<file path="config.mk">
export PLATFORM = sky130hd
export DESIGN_NAME = edge_reload_timer
export DESIGN_NICKNAME = d
export VERILOG_FILES = /design/src/rtl/tmr_pkg.sv /design/src/rtl/tmr_trig_detect.sv /design/src/rtl/tmr_prescaler.sv /design/src/rtl/tmr_counter.sv /design/src/rtl/edge_reload_timer.sv
export SDC_FILE = /design/constraint.sdc
export NUM_CORES = 1
export LEC_CHECK = 0
export ABC_AREA = 1
export ABC_CLOCK_PERIOD_IN_PS = 2600
export BUFFER_PORTS_ARGS = -buffer_cell sky130_fd_sc_hd__clkbuf_2
export CAP_MARGIN = 20
export CORE_MARGIN = 3
export CORE_UTILIZATION = 46
export DETAILED_ROUTE_END_ITERATION = 10
export PLACE_DENSITY = 0.6
export REMOVE_ABC_BUFFERS = 1
export SLEW_MARGIN = 10
export SYNTH_ARGS = -nofsm -noshare
export SYNTH_HDL_FRONTEND = slang
export SYNTH_HIERARCHICAL = 1
export SYNTH_SLANG_ARGS = --single-unit
export TNS_END_PERCENT = 10
</file>
<file path="constraint.sdc">
create_clock -name clk -period 2.6 [get_ports clk]
set_input_delay 0.26 -clock clk [delete_from_list [all_inputs] [get_ports clk]]
set_output_delay 0.26 -clock clk [all_outputs]
set_load 0.05 [all_outputs]
</file>
<file path="src/rtl/tmr_pkg.sv">
package tmr_pkg;
   localparam int BYTE_W = 8;

   // trigger edge selection
   localparam logic [1:0] EDGE_RISE = 2'b00;
   localparam logic [1:0] EDGE_FALL = 2'b01;
   localparam logic [1:0] EDGE_ANY  = 2'b10;
   localparam logic [1:0] EDGE_NONE = 2'b11;

   typedef struct packed {
      logic       ien;
      logic       src;
      logic [1:0] psc;
      logic [1:0] edge_sel;
      logic       gated;
      logic       run;
   } ctrl_t;

   localparam int ADDR_CTRL = 0;
   localparam int ADDR_STAT = 1;
   localparam int ADDR_CNT0 = 2;
endpackage

</file>
<file path="src/rtl/tmr_trig_detect.sv">
module tmr_trig_detect #(
   parameter int STAGES = 2
) (
   input  logic       clk,
   input  logic       rst_n,
   input  logic       trig_in,
   input  logic [1:0] edge_sel,
   output logic       hit
);
   import tmr_pkg::*;

   if (STAGES < 2) begin : g_bad_stages
      $error("tmr_trig_detect: STAGES must be at least 2");
   end

   logic [STAGES-1:0] sync_q;
   logic              last_q;

   for (genvar g = 0; g < STAGES; g++) begin : g_sync
      if (g == 0) begin : g_first
         always_ff @(posedge clk or negedge rst_n)
            if (!rst_n) sync_q[0] <= 1'b0;
            else        sync_q[0] <= trig_in;
      end else begin : g_next
         always_ff @(posedge clk or negedge rst_n)
            if (!rst_n) sync_q[g] <= 1'b0;
            else        sync_q[g] <= sync_q[g-1];
      end
   end

   always_ff @(posedge clk or negedge rst_n)
      if (!rst_n) last_q <= 1'b0;
      else        last_q <= sync_q[STAGES-1];

   logic rise, fall;
   assign rise = sync_q[STAGES-1] & ~last_q;
   assign fall = ~sync_q[STAGES-1] & last_q;

   always_comb begin
      unique case (edge_sel)
         EDGE_RISE: hit = rise;
         EDGE_FALL: hit = fall;
         EDGE_ANY:  hit = rise | fall;
         default:   hit = 1'b0;
      endcase
   end
endmodule

</file>
<file path="src/rtl/tmr_prescaler.sv">
module tmr_prescaler #(
   parameter int DIV1 = 8,
   parameter int DIV2 = 64,
   parameter int DIV3 = 256
) (
   input  logic       clk,
   input  logic       rst_n,
   input  logic       active,
   input  logic       src_tick,
   input  logic [1:0] code,
   output logic       pulse
);
   localparam int CW = $clog2(DIV3);

   if (DIV1 < 2 || DIV2 <= DIV1 || DIV3 <= DIV2) begin : g_bad_div
      $error("tmr_prescaler: dividers must rise strictly from at least 2");
   end

   logic [CW-1:0] pcnt_q;
   logic [CW-1:0] limit;

   always_comb begin
      unique case (code)
         2'd0: limit = '0;
         2'd1: limit = CW'(DIV1 - 1);
         2'd2: limit = CW'(DIV2 - 1);
         default: limit = CW'(DIV3 - 1);
      endcase
   end

   assign pulse = active & src_tick & (pcnt_q >= limit);

   always_ff @(posedge clk or negedge rst_n) begin
      if (!rst_n)             pcnt_q <= '0;
      else if (!active)       pcnt_q <= '0;
      else if (src_tick) begin
         if (pcnt_q >= limit) pcnt_q <= '0;
         else                 pcnt_q <= pcnt_q + 1'b1;
      end
   end

   // with a divider above one, two pulses never fall on consecutive edges
   p_pulse_gap_r3: assert property (@(posedge clk) disable iff (!rst_n)
      (pulse && code != 2'd0 && $stable(code)) |=> !pulse);
endmodule

</file>
<file path="src/rtl/tmr_counter.sv">
module tmr_counter #(
   parameter int BYTES = 2
) (
   input  logic                 clk,
   input  logic                 rst_n,
   input  logic                 tick,
   input  logic [BYTES-1:0]     wr_en,
   input  logic [7:0]           wdata,
   input  logic [BYTES*8-1:0]   reload,
   output logic [BYTES*8-1:0]   count,
   output logic                 wrap
);
   localparam int W = BYTES * 8;
   localparam logic [W-1:0] MAXV = '1;

   if (BYTES < 1) begin : g_bad_bytes
      $error("tmr_counter: BYTES must be at least 1");
   end

   logic [W-1:0] cnt_q;
   logic         any_wr;

   assign any_wr = |wr_en;
   assign wrap   = tick & ~any_wr & (cnt_q == MAXV);
   assign count  = cnt_q;

   always_ff @(posedge clk or negedge rst_n) begin
      if (!rst_n) cnt_q <= '0;
      else if (any_wr) begin
         for (int i = 0; i < BYTES; i++)
            if (wr_en[i]) cnt_q[i*8 +: 8] <= wdata;
      end
      else if (tick) begin
         if (cnt_q == MAXV) cnt_q <= reload;
         else               cnt_q <= cnt_q + 1'b1;
      end
   end

   // a rollover lands on the reload value
   p_reload_on_wrap_r4: assert property (@(posedge clk) disable iff (!rst_n)
      wrap |=> cnt_q == $past(reload));
   // a tick without a write and without rollover adds exactly one
   p_step_r2: assert property (@(posedge clk) disable iff (!rst_n)
      (tick && !any_wr && cnt_q != MAXV) |=> cnt_q == $past(cnt_q) + W'(1));
   // no tick and no write leaves the count unchanged
   p_hold_r11: assert property (@(posedge clk) disable iff (!rst_n)
      (!tick && !any_wr) |=> $stable(cnt_q));
endmodule

</file>
<file path="src/rtl/edge_reload_timer.sv">
module edge_reload_timer #(
   parameter int CNT_BYTES   = 2,
   parameter int SYNC_STAGES = 2,
   parameter int DIV1        = 8,
   parameter int DIV2        = 64,
   parameter int DIV3        = 256,
   parameter bit TRIG_EN     = 1'b1
) (
   input  logic                                 clk,
   input  logic                                 rst_n,
   input  logic [$clog2(2+2*CNT_BYTES)-1:0]     reg_addr,
   input  logic                                 reg_wr,
   input  logic                                 reg_rd,
   input  logic [7:0]                           reg_wdata,
   output logic [7:0]                           reg_rdata,
   input  logic                                 trig_in,
   input  logic                                 ext_tick,
   output logic                                 irq
);
   import tmr_pkg::*;

   localparam int W        = CNT_BYTES * BYTE_W;
   localparam int ADDR_W   = $clog2(2 + 2*CNT_BYTES);
   localparam int RLD_BASE = ADDR_CNT0 + CNT_BYTES;

   if (CNT_BYTES < 1 || CNT_BYTES > 4) begin : g_bad_width
      $error("edge_reload_timer: CNT_BYTES must be 1..4");
   end

   ctrl_t          ctrl_q;
   logic           ovf_q;
   logic           trig_q;
   logic [W-1:0]   reload_q;
   logic [W-1:0]   count;
   logic           wrap;
   logic           hit;
   logic           pulse;
   logic [CNT_BYTES-1:0] cnt_wr;

   // ---------------- decode ----------------
   logic wr_ctrl, rd_stat;
   assign wr_ctrl = reg_wr && reg_addr == ADDR_W'(ADDR_CTRL);
   assign rd_stat = reg_rd && reg_addr == ADDR_W'(ADDR_STAT);

   always_comb begin
      for (int i = 0; i < CNT_BYTES; i++)
         cnt_wr[i] = reg_wr && reg_addr == ADDR_W'(ADDR_CNT0 + i);
   end

   // ---------------- run state ----------------
   logic armed, active, eff_src, src_tick;
   assign armed    = ctrl_q.run & ctrl_q.gated & ~trig_q;
   assign active   = ctrl_q.run & (~ctrl_q.gated | trig_q);
   assign eff_src  = ctrl_q.gated ? 1'b0 : ctrl_q.src;
   assign src_tick = eff_src ? ext_tick : 1'b1;

   // ---------------- trigger variant ----------------
   if (TRIG_EN) begin : g_trig
      tmr_trig_detect #(.STAGES(SYNC_STAGES)) u_trig (
         .clk      (clk),
         .rst_n    (rst_n),
         .trig_in  (trig_in),
         .edge_sel (ctrl_q.edge_sel),
         .hit      (hit)
      );
   end else begin : g_no_trig
      assign hit = 1'b0;
   end

   // ---------------- registers ----------------
   always_ff @(posedge clk or negedge rst_n) begin
      if (!rst_n) begin
         ctrl_q   <= '0;
         reload_q <= '0;
      end else begin
         if (wr_ctrl) ctrl_q <= ctrl_t'(reg_wdata);
         for (int i = 0; i < CNT_BYTES; i++)
            if (reg_wr && reg_addr == ADDR_W'(RLD_BASE + i))
               reload_q[i*8 +: 8] <= reg_wdata;
      end
   end

   always_ff @(posedge clk or negedge rst_n) begin
      if (!rst_n)                            trig_q <= 1'b0;
      else if (!ctrl_q.run || !ctrl_q.gated) trig_q <= 1'b0;
      else if (hit)                          trig_q <= 1'b1;
   end

   always_ff @(posedge clk or negedge rst_n) begin
      if (!rst_n)       ovf_q <= 1'b0;
      else if (wrap)    ovf_q <= 1'b1;
      else if (rd_stat) ovf_q <= 1'b0;
   end

   // ---------------- datapath ----------------
   tmr_prescaler #(.DIV1(DIV1), .DIV2(DIV2), .DIV3(DIV3)) u_psc (
      .clk      (clk),
      .rst_n    (rst_n),
      .active   (active),
      .src_tick (src_tick),
      .code     (ctrl_q.psc),
      .pulse    (pulse)
   );

   tmr_counter #(.BYTES(CNT_BYTES)) u_cnt (
      .clk    (clk),
      .rst_n  (rst_n),
      .tick   (pulse),
      .wr_en  (cnt_wr),
      .wdata  (reg_wdata),
      .reload (reload_q),
      .count  (count),
      .wrap   (wrap)
   );

   // ---------------- read mux ----------------
   always_comb begin
      reg_rdata = '0;
      if (reg_addr == ADDR_W'(ADDR_CTRL)) reg_rdata = ctrl_q;
      if (reg_addr == ADDR_W'(ADDR_STAT)) reg_rdata = {6'b0, armed, ovf_q};
      for (int i = 0; i < CNT_BYTES; i++) begin
         if (reg_addr == ADDR_W'(ADDR_CNT0 + i)) reg_rdata = count[i*8 +: 8];
         if (reg_addr == ADDR_W'(RLD_BASE + i))  reg_rdata = reload_q[i*8 +: 8];
      end
   end

   assign irq = ovf_q & ctrl_q.ien;

   // while armed the counter does not move unless software writes it
   p_armed_hold_r7: assert property (@(posedge clk) disable iff (!rst_n)
      (armed && cnt_wr == '0) |=> $stable(count));
   // a rollover always leaves the flag set
   p_ovf_set_r4: assert property (@(posedge clk) disable iff (!rst_n)
      wrap |=> ovf_q);
   // the flag only drops through a status read strobe
   p_ovf_sticky_r5: assert property (@(posedge clk) disable iff (!rst_n)
      (ovf_q && !rd_stat) |=> ovf_q);
   // no request without the enable bit
   p_irq_enable_r6: assert property (@(posedge clk) disable iff (!rst_n)
      irq |-> ctrl_q.ien);
endmodule

</file>
==> impl_metrics.env <==
export IMPL_die_w_um=94.5
export IMPL_yosys_cell_types_count=36
export IMPL_dieArea_um2=8930
export IMPL_via_count=3345
export IMPL_grt_pass1_vias=3249
export IMPL_h_tree_depth=2
export IMPL_ys_async_sr_fraction_pct=100
export IMPL_cts_sinks=53
export IMPL_start_util_pct=48.6
export IMPL_pin_count=26
export IMPL_layout_min_cycle_time_ns=2.38
export IMPL_area_sequential_um2=1330
export IMPL_nNetsFinal=561
export IMPL_synth_seq_cells=53
export IMPL_synth_compound_area_share_pct=13.7
export IMPL_portBuffers=25
export IMPL_grt_met2_usage_pct=36.0
export IMPL_viasPerCell=5.25
export IMPL_synth_common_cells="nand2_1 (138), nor2_1 (73), inv_1 (56), dfrtp_1 (53), nand3_1 (40)"
export IMPL_tightest_slew_ns=0.557
export IMPL_syn_inst=507
export IMPL_power_mw=2.98
export IMPL_crit_fanout=9
export IMPL_drt_pass1_iterations=4
export IMPL_grt_total_usage_pct=23.2
export IMPL_cp_required_ns=2.80
export IMPL_drive_gt1_share_pct=17.3
export IMPL_slew_headroom_pct=62.7
export IMPL_synthAdderAreaFrac_pct=2.43
export IMPL_cts_root_buf="clkbuf_8"
export IMPL_grt_overflow=0
export IMPL_gr_usage_met3_pct=2.71
export IMPL_ant_nets=0
export IMPL_yosys_warnings=6
export IMPL_drt_iter0_markers=145
export IMPL_drc=0
export IMPL_min_path_cells=1
export IMPL_final_setup_tns_ns=0
export IMPL_nFillCells=741
export IMPL_rsz0062_at_grt="no"
export IMPL_fin_crit_sh_pct=91.4
export IMPL_cts_tree="yes"
export IMPL_worstPathArrival_ns=2.58
export IMPL_rows=31
export IMPL_wire_per_inst_um=15.1
export IMPL_ir_worst_vdd_v=0.000425
export IMPL_finalClockSkew_ns=0.00981
export IMPL_grt_pass1_wl_um=16300
export IMPL_routed_wl_um=9610
export IMPL_power_density_nw_per_um2=756
export IMPL_setup_worst_path_end_class="register"
export IMPL_synth_area_leaders="dfrtp_1 (37%), nand2_1 (14%), nor2_1 (7.6%)"
export IMPL_drv_slew=0
export IMPL_status="complete, no violations"
export IMPL_synthMuxAreaShare_pct=0
export IMPL_timing_fmax_ghz=0.421
export IMPL_cts_buffer_depth=2
export IMPL_synth_top_family_by_area="simple AND/OR/NAND/NOR gates"
export IMPL_met1_usage_pct=34.9
export IMPL_grt_max_degree=54
export IMPL_clkSlewWorstSetupHoldPaths_ns=0.11
export IMPL_crit_type="reg -> reg"
export IMPL_hp_class="in -> reg"
export IMPL_synth_top_area_share_pct=36.8
export IMPL_diodes=0
export IMPL_clock_latency_ns=0.31
export IMPL_avgSynthCellArea_um2=7.11
export IMPL_reg2reg_depth=13
export IMPL_yosysTopAreaCell="dfrtp_1"
export IMPL_ys_flop_type="dfrtp_1"
export IMPL_cp_start_kind="register"
export IMPL_maxCapViolations=0
export IMPL_synth_xor_area_share_pct=1.22
export IMPL_area_growth_synth_to_final_pct=9.38
export IMPL_antenna_found_initial=0
export IMPL_die_h_um=94.5
export IMPL_routabilityCongestion=0.914
export IMPL_synth_simple_area_share_pct=37.6
export IMPL_p_leak_nw=2.08
export IMPL_setup_viol=0
export IMPL_core_area_um2=7410
export IMPL_dpl_hpwl_um=7090
export IMPL_yosysSeqAreaShare_pct=36.8
export IMPL_busiest_layer="met2"
export IMPL_hold_viol_final=0
export IMPL_yosysMostFrequentCell="nand2_1"
export IMPL_cts_made_buffers=5
export IMPL_syn_area_um2=3600
export IMPL_multi_input_area_um2=1990
export IMPL_synth_edf_count=0
-- per-layer routing --
layer / part of all wire (%) / up-vias / wire length [um]
met5: 0 / - / 0
met4: 0.70 / 0 / 67
met3: 3.8 / 7 / 362
met2: 46 / 75 / 4370
met1: 50 / 1574 / 4800
li1: - / 1689 / -
-- layout by cell type (no fill, tap or decap), types with 2 or more instances in the layout --
cell type	count
a21oi_2	6
nand3_2	4
nor2_1	73
nand4_1	9
ha_1	7
o21ai_2	17
inv_2	3
xnor2_1	3
nand2_4	6
xor2_1	2
nor2_4	6
nand3_1	40
dfrtp_1	53
inv_1	56
o21ai_0	14
clkinv_2	2
buf_4	4
nor3_1	3
nand2_2	7
a21oi_1	18
o21ai_1	17
clkbuf_8	5
nand2_1	138
clkbuf_2	25
nor2_2	2
nand3b_1	2
-- through the flow --
step	std cells	utilization [%]	hold WS (ns)	instance area (um^2)	setup WS, ns
after floorplan	499	-	-0.0356	3540	0.480
after global placement	628	51.8	0.287	3840	0.208
after detailed placement	628	51.8	0.286	3840	0.144
after CTS	637	53.1	0.0399	3930	0.116
after global routing	637	53.2	0.0271	3940	0.00534
final	637	53.2	0.0438	3940	0.224
-- worst max-delay path, cell delays in order, from the launching register on --
cell and delay, ns:
dfrtp_1 0.46, or2_1 0.27, inv_1 0.06, ha_1 0.22
nor2_1 0.09, a21oi_1 0.05, nand2_1 0.08, nand2_2 0.06
nand2_4 0.11, a21oi_2 0.10, a21oi_2 0.17, clkinv_1 0.32
o21ai_0 0.21, nand2_1 0.08
-- flip-flops by register name, indices dropped and copies added, names as in the netlist --
register              count
ctrl_q                    8
g_trig.u_trig/last_q      1
g_trig.u_trig/sync_q      2
ovf_q                     1
reload_q                 16
trig_q                    1
u_cnt/count              16
u_psc/pcnt_q              8
-- logic make-up (layout without fill, tap and decap cells) --
kind of cell / after synthesis / in the layout
AOI/OAI and AO/OA: 78 / 78
xor gates and xnor gates: 5 / 5
adders and majority gates: 7 / 7
and+or+nand+nor: 295 / 295
buffers and inverters: 69 / 100
DFF: 53 / 53
-- power breakdown --
group          internal (mW)  leakage [nW]  switching, mW  total (mW)
Sequential              1.02         0.648          0.287        1.30
Combinational          0.429          1.38          0.768        1.20
Clock                  0.187        0.0439          0.291       0.478
Total                   1.63          2.08           1.35        2.98
-- path summary, 6_finish.rpt --
path / startpoint / end / slack [ns]
worst max-delay path: ctrl_q[5] / u_cnt/count[12] / 0.22
worst min-delay path: trig_in / g_trig.u_trig/sync_q[0] / 0.04
worst max register to register: ctrl_q[5] / u_cnt/count[12] / 0.22
worst min register to register: g_trig.u_trig/sync_q[0] / g_trig.u_trig/sync_q[1] / 0.36
max in group asynchronous: rst_n / u_cnt/count[7] / 1.87
min in group asynchronous: rst_n / g_trig.u_trig/last_q / 0.47
-- what timing repair did --
action	CTS	global route
hold buffers	1	0
setup buffers	0	0
endpoints found under the hold margin	53	0
resized for setup	0	1
setup endpoints to repair	0	8
-- final cells by class --
class,count,share of cell area (%)
clock buffers,5,1.75
clock inverters,3,0.444
inverters,61,5.87
multi-input cells,385,50.4
flip-flops and latches,53,33.7
well taps,99,3.14
repair buffers,31,4.70
Power figures use the tool's default switching activity.
